[config.mk]
export PLATFORM = sky130hd
export DESIGN_NAME = pp_row_serial
export DESIGN_NICKNAME = d
export VERILOG_FILES = /design/src/rtl/pp_row_serial_pkg.sv /design/src/rtl/pp_age_line.sv /design/src/rtl/pp_row_and_array.sv /design/src/rtl/pp_seq_ctrl.sv /design/src/rtl/pp_row_serial.sv
export SDC_FILE = /design/constraint.sdc
export NUM_CORES = 1
export LEC_CHECK = 0
export BUFFER_PORTS_ARGS = -buffer_cell sky130_fd_sc_hd__buf_2
export CELL_PAD_IN_SITES_DETAIL_PLACEMENT = 0
export CELL_PAD_IN_SITES_GLOBAL_PLACEMENT = 1
export CORE_MARGIN = 5
export CORE_UTILIZATION = 30
export CTS_BUF_LIST = sky130_fd_sc_hd__clkbuf_4 sky130_fd_sc_hd__clkbuf_8
export CTS_CLUSTER_SIZE = 20
export DETAILED_ROUTE_END_ITERATION = 8
export MAX_ROUTING_LAYER = met4
export PLACE_DENSITY = 0.61
export SLEW_MARGIN = 30
export SYNTH_ARGS = -nofsm -noshare
export SYNTH_HDL_FRONTEND = slang
export SYNTH_HIERARCHICAL = 1
export SYNTH_SLANG_ARGS = --single-unit
[constraint.sdc]
create_clock -name clk -period 3.2 [get_ports clk]
set_input_delay 0.96 -clock clk [delete_from_list [all_inputs] [get_ports clk]]
set_output_delay 0.96 -clock clk [all_outputs]
set_load 0.05 [all_outputs]
[src/rtl/pp_row_serial_pkg.sv]
package pp_row_serial_pkg;

  typedef enum logic [1:0] {
    PH_IDLE = 2'd0,
    PH_RUN  = 2'd1,
    PH_DONE = 2'd2
  } phase_t;

endpackage

[src/rtl/pp_age_line.sv]
// Holds the bits taken on previous beats, indexed by age:
// taps[k] is the bit accepted k+1 beats ago.
module pp_age_line #(
  parameter int DEPTH = 7
) (
  input  logic             clk,
  input  logic             rst_n,
  input  logic             clear,
  input  logic             shift_en,
  input  logic             din,
  output logic [DEPTH-1:0] taps
);

  generate
    if (DEPTH == 1) begin : g_single
      always_ff @(posedge clk or negedge rst_n) begin
        if (!rst_n)        taps <= '0;
        else if (clear)    taps <= '0;
        else if (shift_en) taps <= din;
      end
    end else begin : g_chain
      always_ff @(posedge clk or negedge rst_n) begin
        if (!rst_n)        taps <= '0;
        else if (clear)    taps <= '0;
        else if (shift_en) taps <= {taps[DEPTH-2:0], din};
      end
    end
  endgenerate

endmodule

[src/rtl/pp_row_and_array.sv]
// Pairs the fresh bits with every older bit of the other operand.
// An X bit of age k sits k+1 columns above the centre.
// A Y bit of age k sits k+1 columns below the centre.
module pp_row_and_array #(
  parameter int N = 8,
  localparam int W = 2*N-1,
  localparam int A = N-1
) (
  input  logic         x_new,
  input  logic         y_new,
  input  logic [A-1:0] x_age,
  input  logic [A-1:0] y_age,
  output logic [W-1:0] row
);

  assign row[N-1] = x_new & y_new;

  generate
    for (genvar k = 0; k < A; k++) begin : g_cols
      assign row[N+k]   = y_new & x_age[k];
      assign row[N-2-k] = x_new & y_age[k];
    end
  endgenerate

endmodule

[src/rtl/pp_seq_ctrl.sv]
// Beat counting, stream handshakes and the last-row flag.
module pp_seq_ctrl
  import pp_row_serial_pkg::*;
#(
  parameter int N = 8,
  localparam int CW = $clog2(N+1)
) (
  input  logic clk,
  input  logic rst_n,
  input  logic start,
  input  logic in_valid,
  input  logic row_ready,
  output logic in_ready,
  output logic take,
  output logic row_valid,
  output logic row_last
);

  phase_t        phase_q;
  logic [CW-1:0] beat_q;
  logic          final_beat;
  logic          out_free;

  assign out_free   = !row_valid || row_ready;
  assign in_ready   = (phase_q == PH_RUN) && !start && out_free;
  assign take       = in_valid && in_ready;
  assign final_beat = (beat_q == CW'(N-1));

  always_ff @(posedge clk or negedge rst_n) begin
    if (!rst_n) begin
      phase_q <= PH_IDLE;
      beat_q  <= '0;
    end else if (start) begin
      phase_q <= PH_RUN;
      beat_q  <= '0;
    end else if (take) begin
      beat_q <= beat_q + CW'(1);
      if (final_beat) phase_q <= PH_DONE;
    end
  end

  always_ff @(posedge clk or negedge rst_n) begin
    if (!rst_n) begin
      row_valid <= 1'b0;
      row_last  <= 1'b0;
    end else if (start) begin
      row_valid <= 1'b0;
      row_last  <= 1'b0;
    end else if (take) begin
      row_valid <= 1'b1;
      row_last  <= final_beat;
    end else if (row_ready) begin
      row_valid <= 1'b0;
      row_last  <= 1'b0;
    end
  end

endmodule

[src/rtl/pp_row_serial.sv]
module pp_row_serial #(
  parameter int N = 8,
  localparam int W = 2*N-1,
  localparam int A = N-1
) (
  input  logic         clk,
  input  logic         rst_n,
  input  logic         start,
  input  logic         in_valid,
  output logic         in_ready,
  input  logic         x_in,
  input  logic         y_in,
  output logic [W-1:0] row_out,
  output logic         row_valid,
  input  logic         row_ready,
  output logic         row_last
);

  logic         take;
  logic [A-1:0] x_age;
  logic [A-1:0] y_age;
  logic [W-1:0] row_next;

  pp_seq_ctrl #(.N(N)) u_ctrl (
    .clk       (clk),
    .rst_n     (rst_n),
    .start     (start),
    .in_valid  (in_valid),
    .row_ready (row_ready),
    .in_ready  (in_ready),
    .take      (take),
    .row_valid (row_valid),
    .row_last  (row_last)
  );

  pp_age_line #(.DEPTH(A)) u_x_line (
    .clk      (clk),
    .rst_n    (rst_n),
    .clear    (start),
    .shift_en (take),
    .din      (x_in),
    .taps     (x_age)
  );

  pp_age_line #(.DEPTH(A)) u_y_line (
    .clk      (clk),
    .rst_n    (rst_n),
    .clear    (start),
    .shift_en (take),
    .din      (y_in),
    .taps     (y_age)
  );

  pp_row_and_array #(.N(N)) u_and (
    .x_new (x_in),
    .y_new (y_in),
    .x_age (x_age),
    .y_age (y_age),
    .row   (row_next)
  );

  always_ff @(posedge clk or negedge rst_n) begin
    if (!rst_n)    row_out <= '0;
    else if (take) row_out <= row_next;
  end

endmodule

==> run metrics, run 1 <==
crit path launch type=input port; Required @ worst endpoint=roughly 2.2 ns; Synth Area in Adders=0.7435%; gr usage total=9.958%; pin count of the biggest net entering global routing=38; CP Capture Type=output pin; worst min-delay path endpoint=u_ctrl/beat_q[3]; synthesized cell area=approximately 1700 um^2; Die Width=around 85 um; Warnings, synthesis=6; ranking of synthesized cells by area=dfrtp_1, mux2i_1, mux2_4; Slowest-stage cell, CP=nand2b_1; Worst-Margin Slew=between 0.8 and 0.9 ns; area grow syn2layout=15.69%; vias in the first global route=1,097; Buf/Inv on CP=2; Worst-path clk slew=0.07 ns; slew margin rel.=between 40% and 50%; hold buffer count at cts=0; CTS tree=yes; drt drc=0; compound-gate portion of the synthesized area=under 10%; Max Clk Rate=roughly 360 MHz; CP Max Fanout=5; antenna fix cells=0; Worst setup startpoint=row_ready; total core area=between 5000 and 6000 um^2; status=finished, final reports clean; first-pass GRT wire length=about 5.5 mm; IO Count=25; count of input and output buffers=24; most frequent CP cell=buf_2; Synth Area in Simple Gates=roughly 16%; post_cts resized=0; syn nets=136; nets=165; time the worst path needs with I/O delays and setup=between 2 and 3 ns; Slew Limit Fails=0; startpoint of the worst register-to-register path=u_ctrl/phase_q[1]; Die H=between 80 and 90 um; hold depth=1; Starting Density=30.75%; top-area cell type share of the netlist area=between 50% and 60%; DR pass1 iterations=4; R2R Setup Slk=between 1 and 1.5 ns; kind of cell adding the most delay to the critical path=simple AND/OR/NAND/NOR gates; Via Count=~1,000; Unique masters post-synth=23; RSZ-0062 raised after global routing=false; initial antenna violation count=0; cts bufs inserted=5; Mapped Cells=around 130; XOR/XNOR Fraction of Synth Area=0%; largest area contributor in the netlist=dfrtp_1; syn_area_per_cell=around 13 um^2; DIE AREA=between 7000 and 8000 um^2; Post-CTS Setup Bufs=0; Routed WL per cell=~13 um; crit path kind=input port to output pin; antenna-violating nets left=0; power density over the cells=approximately 470 nW/um^2; Final Cycle Share=between 80% and 90%; Leak=between 0.9 and 1 nW; Fin Clk Skew=approximately 0.0032 ns; endpoints failing setup=0; mux cell area share after synthesis=about 22%; leading cell types in the layout, fill and taps excluded=dfrtp_1, buf_2, mux2i_1; WP data arrival=~1.8 ns; worst r2r path cells=5; worst hold path class=flip-flop to flip-flop; later-pin clock latency in the skew report=around 0.28 ns; H-tree levels=2; commonest non-fill, non-tap cell in the layout=dfrtp_1; final hold vios=0; Detailed Route Iter0 Violations=45; Sink Count=37; Synth Register Bits=37; mean number of vias per cell=around 4.5; routability congestion estimate=0.7027; total grt overflow=0; crit-path max cell delay=about 0.27 ns; clock tree buffer depth=2; final WL=approximately 3 mm; maxcap violations=0; CTS root buf=clkbuf_8; VDD IR-drop max=~200 uV; Core Util, Final=between 30 and 40%; floorplan row count=27; largest family of logic cells by synthesized area=multiplexers; DP HPWL=~2.0 mm; crit-path cells=buf_2 -> nand2b_1 -> nand2_1 -> nor3_2 -> buf_2; layout cells sized above 1=between 30% and 40%; Final TNS setup=0 ns; sequential share of the synthesized area=between 50% and 60%; Hold Path Origin=u_ctrl/beat_q[3]; RR Endpoint=row_out[1]
-- layer usage --
metal  part of all wire, %  vias up  global-route usage (%)
met5                     0        -                       -
met4                   1.4        0                   3.885
met3                   5.4        5                   4.369
met2                    43       22                   13.88
met1                    50      520                   12.67
li1                      -      485                       -
-- where the power goes --
part	internal, mW	total (mW)	switching [mW]	leakage (nW)
logic	0.0307	0.0914	0.0607	0.435
registers	0.477	0.484	0.00655	0.507
clock network	0.180	0.333	0.153	0.0498
total	0.688	0.909	0.221	0.991
-- cells in the mapped netlist --
master,count
nand2_1,4
o21ai_0,1
nand3_2,1
inv_2,1
and3_1,1
o22ai_1,2
inv_1,1
mux2_2,5
buf_12,1
mux2i_1,17
and2_1,15
dfrtp_1,37
nand2b_1,6
and4bb_4,1
mux2_4,10
nand3_1,1
nor2_1,15
o22a_1,1
nand2_2,1
nor3_1,1
buf_6,4
nand3_4,1
ha_1,1
-- stage by stage --
stage / hold WS, ns / setup WS (ns) / instances / power (mW) / area (um^2)
floorplan: 0.4374 / 0.3438 / 128 / 0.5599 / 1688
global placement: 0.4605 / 0.4661 / 222 / 0.5844 / 1856
detailed placement: 0.4658 / 0.4543 / 222 / 0.5856 / 1856
CTS: 0.4754 / 0.4435 / 230 / 0.9264 / 1947
global route: 0.4960 / 0.4072 / 230 / 0.9605 / 1947
finish: 0.4699 / 0.4505 / 230 / 0.9086 / 1947
-- sequential cells by signal, indices dropped and copies added (netlist names) --
register          count
u_x_line/taps         7
u_ctrl/phase_q        2
u_y_line/taps         7
u_ctrl/row_valid      1
u_ctrl/row_last       1
row_out              15
u_ctrl/beat_q         4
-- cell families (layout without fill, tap and decap cells) --
| kind of cell | count (synthesis) | in the layout |
|---|---|---|
| and+or+nand+nor | 47 | 47 |
| DFF | 37 | 37 |
| muxes | 32 | 32 |
| buffers and inverters | 7 | 37 |
| AOI/OAI and AO/OA | 4 | 4 |
| adders and majority gates | 1 | 1 |
-- worst reg2reg max path: cells and delay by family (launching register included) --
family | cells | cell delay [ns]
buffers and inverters | 2 | 0.34
flip-flops | 1 | 0.40
multiplexers | 1 | 0.38
AND/OR/NAND/NOR | 2 | 0.48
-- worst max-delay path by stage --
stage / end / slack (ns) / depth (start not counted)
2_1_floorplan: in_ready / 0.34 / 3
3_3_place_gp: in_ready / 0.47 / 5
3_5_place_dp: in_ready / 0.45 / 5
4_1_cts: in_ready / 0.44 / 5
5_1_grt: in_ready / 0.41 / 5
6_report: in_ready / 0.45 / 5
-- area by class of cell --
class                   instances  area [um^2]
flip-flops and latches         37        925.9
fillers                       575         3526
repair buffers                 27        142.6
clock buffers                   8        91.34
multi-input cells              84        689.4
inverters                       2        7.507
well taps                      72        90.09
Note: power is estimated with default switching activity, not from simulation.
==> run 2: changes to the inputs <==
- clock period: 3.2 -> 2.6 ns (I/O delays scaled with it)
==> run 2 against run 1 <==
Effect of this change:
- combinational power increased by 24%
- critical path type unchanged
- cell area increased by 1.9%
- count of clock-buffer cells in the layout decreased by 2
- wire length decreased by 0.59%
- power increased by 35%
- core utilization increased by 0.66 points
- cell count increased by 0.43%
- critical path depth unchanged
- hold slack improved by 0.0038 ns
==> run metrics, run 2 (synthesized netlist as in run 1, its figures left out) <==
RSZ-0062 raised after global routing=false; Detailed Route Iter0 Violations=43 (-4.4%); DP HPWL=2.067 mm (+1.8%); post-route cell area=1983 um^2 (+1.9%); initial antenna violation count=0 (unchanged); crit path kind=input port to output pin; Worst-Margin Slew=0.8239 ns (+0.002755 ns); pin count of the biggest net entering global routing=38 (unchanged); later-pin clock latency in the skew report=0.29 ns (about the same); H-tree levels=2 (unchanged); worst min-delay path endpoint=u_ctrl/beat_q[3]; Required @ worst endpoint=1.82 ns (-0.42 ns); Fin Clk Skew=0.006531 ns (+0.003344 ns); CTS tree=yes; RR Endpoint=row_out[12]; Post-CTS Setup Bufs=0 (unchanged); Starting Density=30.75% (unchanged); total grt overflow=0 (unchanged); nets=166 (+0.61%); final WL=3.032 mm (-0.59%); WP data arrival=1.41 ns (-0.38 ns); max reg flops=15 (unchanged); Pint=0.9375 mW (+36%); Sink Count=37 (unchanged); first-pass GRT wire length=5.313 mm (-2.8%); worst hold path class=flip-flop to flip-flop; vias in the first global route=1,073 (-2.2%); worst r2r path cells=5 (unchanged); Max Clk Rate=about 460 MHz; floorplan row count=27 (unchanged); clock group share of total power=42.1% (+5.4 points); leading cell types in the layout, fill and taps excluded=dfrtp_1, buf_2, mux2i_1; DIE AREA=7207 um^2 (unchanged); Slew Limit Fails=0 (unchanged); DR pass1 iterations=4 (unchanged); R2R Setup Slk=0.87 ns (-0.62 ns); count of input and output buffers=24 (unchanged); time the worst path needs with I/O delays and setup=2.195 ns; clock tree buffer depth=2 (unchanged); Hold Path Origin=u_ctrl/beat_q[3]; cts bufs inserted=5 (unchanged); Worst-path clk slew=0.07 ns (about the same); total core area=5473 um^2 (unchanged); hold buffer count at cts=0 (unchanged); most flop-heavy register=row_out; status=finished, final reports clean; met3 usage=4.175% (-0.19 points); Area after DPL=1863 um^2 (+0.40%); met1 usage=12.73% (+0.068 points); sequential share of power=48.7% (-4.6 points); Leak=1.003 nW (+1.2%); Die Width=84.90 um (unchanged); Via Count=1,015 (-1.6%); slew margin rel.=45.07% (-0.18 points); antenna fix cells=0 (unchanged); sw power=0.2868 mW (+30%); hold depth=1 (unchanged); maxcap violations=0 (unchanged); Final TNS setup=0 ns (unchanged); power density over the cells=617.4 nW/um^2 (+32%); mean number of vias per cell=4.394 (-2.1%); Final Cycle Share=a little over four fifths; area grow syn2layout=17.84%; Net Sw Frac=23.42% (-0.85 points); commonest non-fill, non-tap cell in the layout=dfrtp_1; CTS root buf=clkbuf_8; layout cells sized above 1=35.85% (+0.41 points); Comb pwr share=9.2% (-0.9 points); IO Count=25 (unchanged); drt drc=0 (unchanged); endpoints failing setup=0 (unchanged); crit path launch type=input port; routability congestion estimate=0.7946 (+13%); Routed WL per cell=13.13 um (-1.0%); gr usage total=9.500% (-0.46 points); CP Capture Type=output pin; post_cts resized=0 (unchanged); filler instances=556 (-3.3%); final cell count without fillers=231 (+0.43%); met2 GRT Util=13.02% (-0.85 points); Hold WS=0.4737 ns (+0.003758 ns); final hold vios=0 (unchanged); CP Max Fanout=2 (-3); startpoint of the worst register-to-register path=u_ctrl/phase_q[1]; Most Used Layer, Global Route=met2; VDD IR-drop max=337.1 uV (+70%); antenna-violating nets left=0 (unchanged); placed instance count=223 (+0.45%); Die H=84.90 um (unchanged); Largest regs=row_out (15), u_x_line/taps (7), u_y_line/taps (7)
run 2: changes by cell type in the layout (fill, tap and decap cells not counted):
cell,before,now
buf_4,3,4
clkinvlp_4,0,1
bufinv_16,0,1
clkbuf_4,3,0
clkbuf_8,5,6
run 2: through the flow:
step / setup WS, ns / util, % / power, mW
after floorplan: 0.1038 / - / 0.6891
after global placement: 0.3877 / 34.04 / 0.7215
after detailed placement: 0.3593 / 34.04 / 0.7229
after CTS: 0.3871 / 36.24 / 1.245
after global routing: 0.3248 / 36.24 / 1.278
final: 0.4052 / 36.24 / 1.224
run 2: worst max path at each step:
stage / from / end / slack [ns] / depth (start not counted)
after detailed placement: start / row_out[12] / 0.36 / 6
after global routing: row_ready / in_ready / 0.32 / 5
after floorplan: row_ready / in_ready / 0.10 / 3
after global placement: start / row_out[12] / 0.39 / 6
after CTS: row_ready / in_ready / 0.39 / 5
final: row_ready / in_ready / 0.41 / 5
run 2: cell type report:
type	count	area (um^2)	share of cell area [%]
Sequential cell	37	925.9	46.69
Multi-Input combinational cell	84	689.4	34.76
Timing Repair Buffer	28	150.1	7.571
Tap cell	72	90.09	4.543
Clock buffer	6	82.58	4.164
Clock inverter	2	37.54	1.893
Inverter	2	7.507	0.3785
run 2: per-layer routing:
| metal | wire (um) | part of all wire [%] |
|---|---|---|
| met4 | 0 | 0 |
| met5 | 0 | 0 |
| met1 | 1512 | 50 |
| met3 | 172 | 5.7 |
| met2 | 1347 | 44 |
run 2: power groups by stage:
stage | clock network [mW] | logic [mW] | registers (mW)
after floorplan | 0 | 0.0637 | 0.625
after global placement | 0 | 0.115 | 0.606
after detailed placement | 0 | 0.116 | 0.607
after CTS | 0.533 | 0.116 | 0.596
after global routing | 0.556 | 0.125 | 0.598
final | 0.515 | 0.113 | 0.596
run 2: worst max-delay path, stage by stage:
cell and delay, ns:
buf_2 0.08, nand2b_1 0.11, nand2_1 0.07, nor3_2 0.09
buf_2 0.28
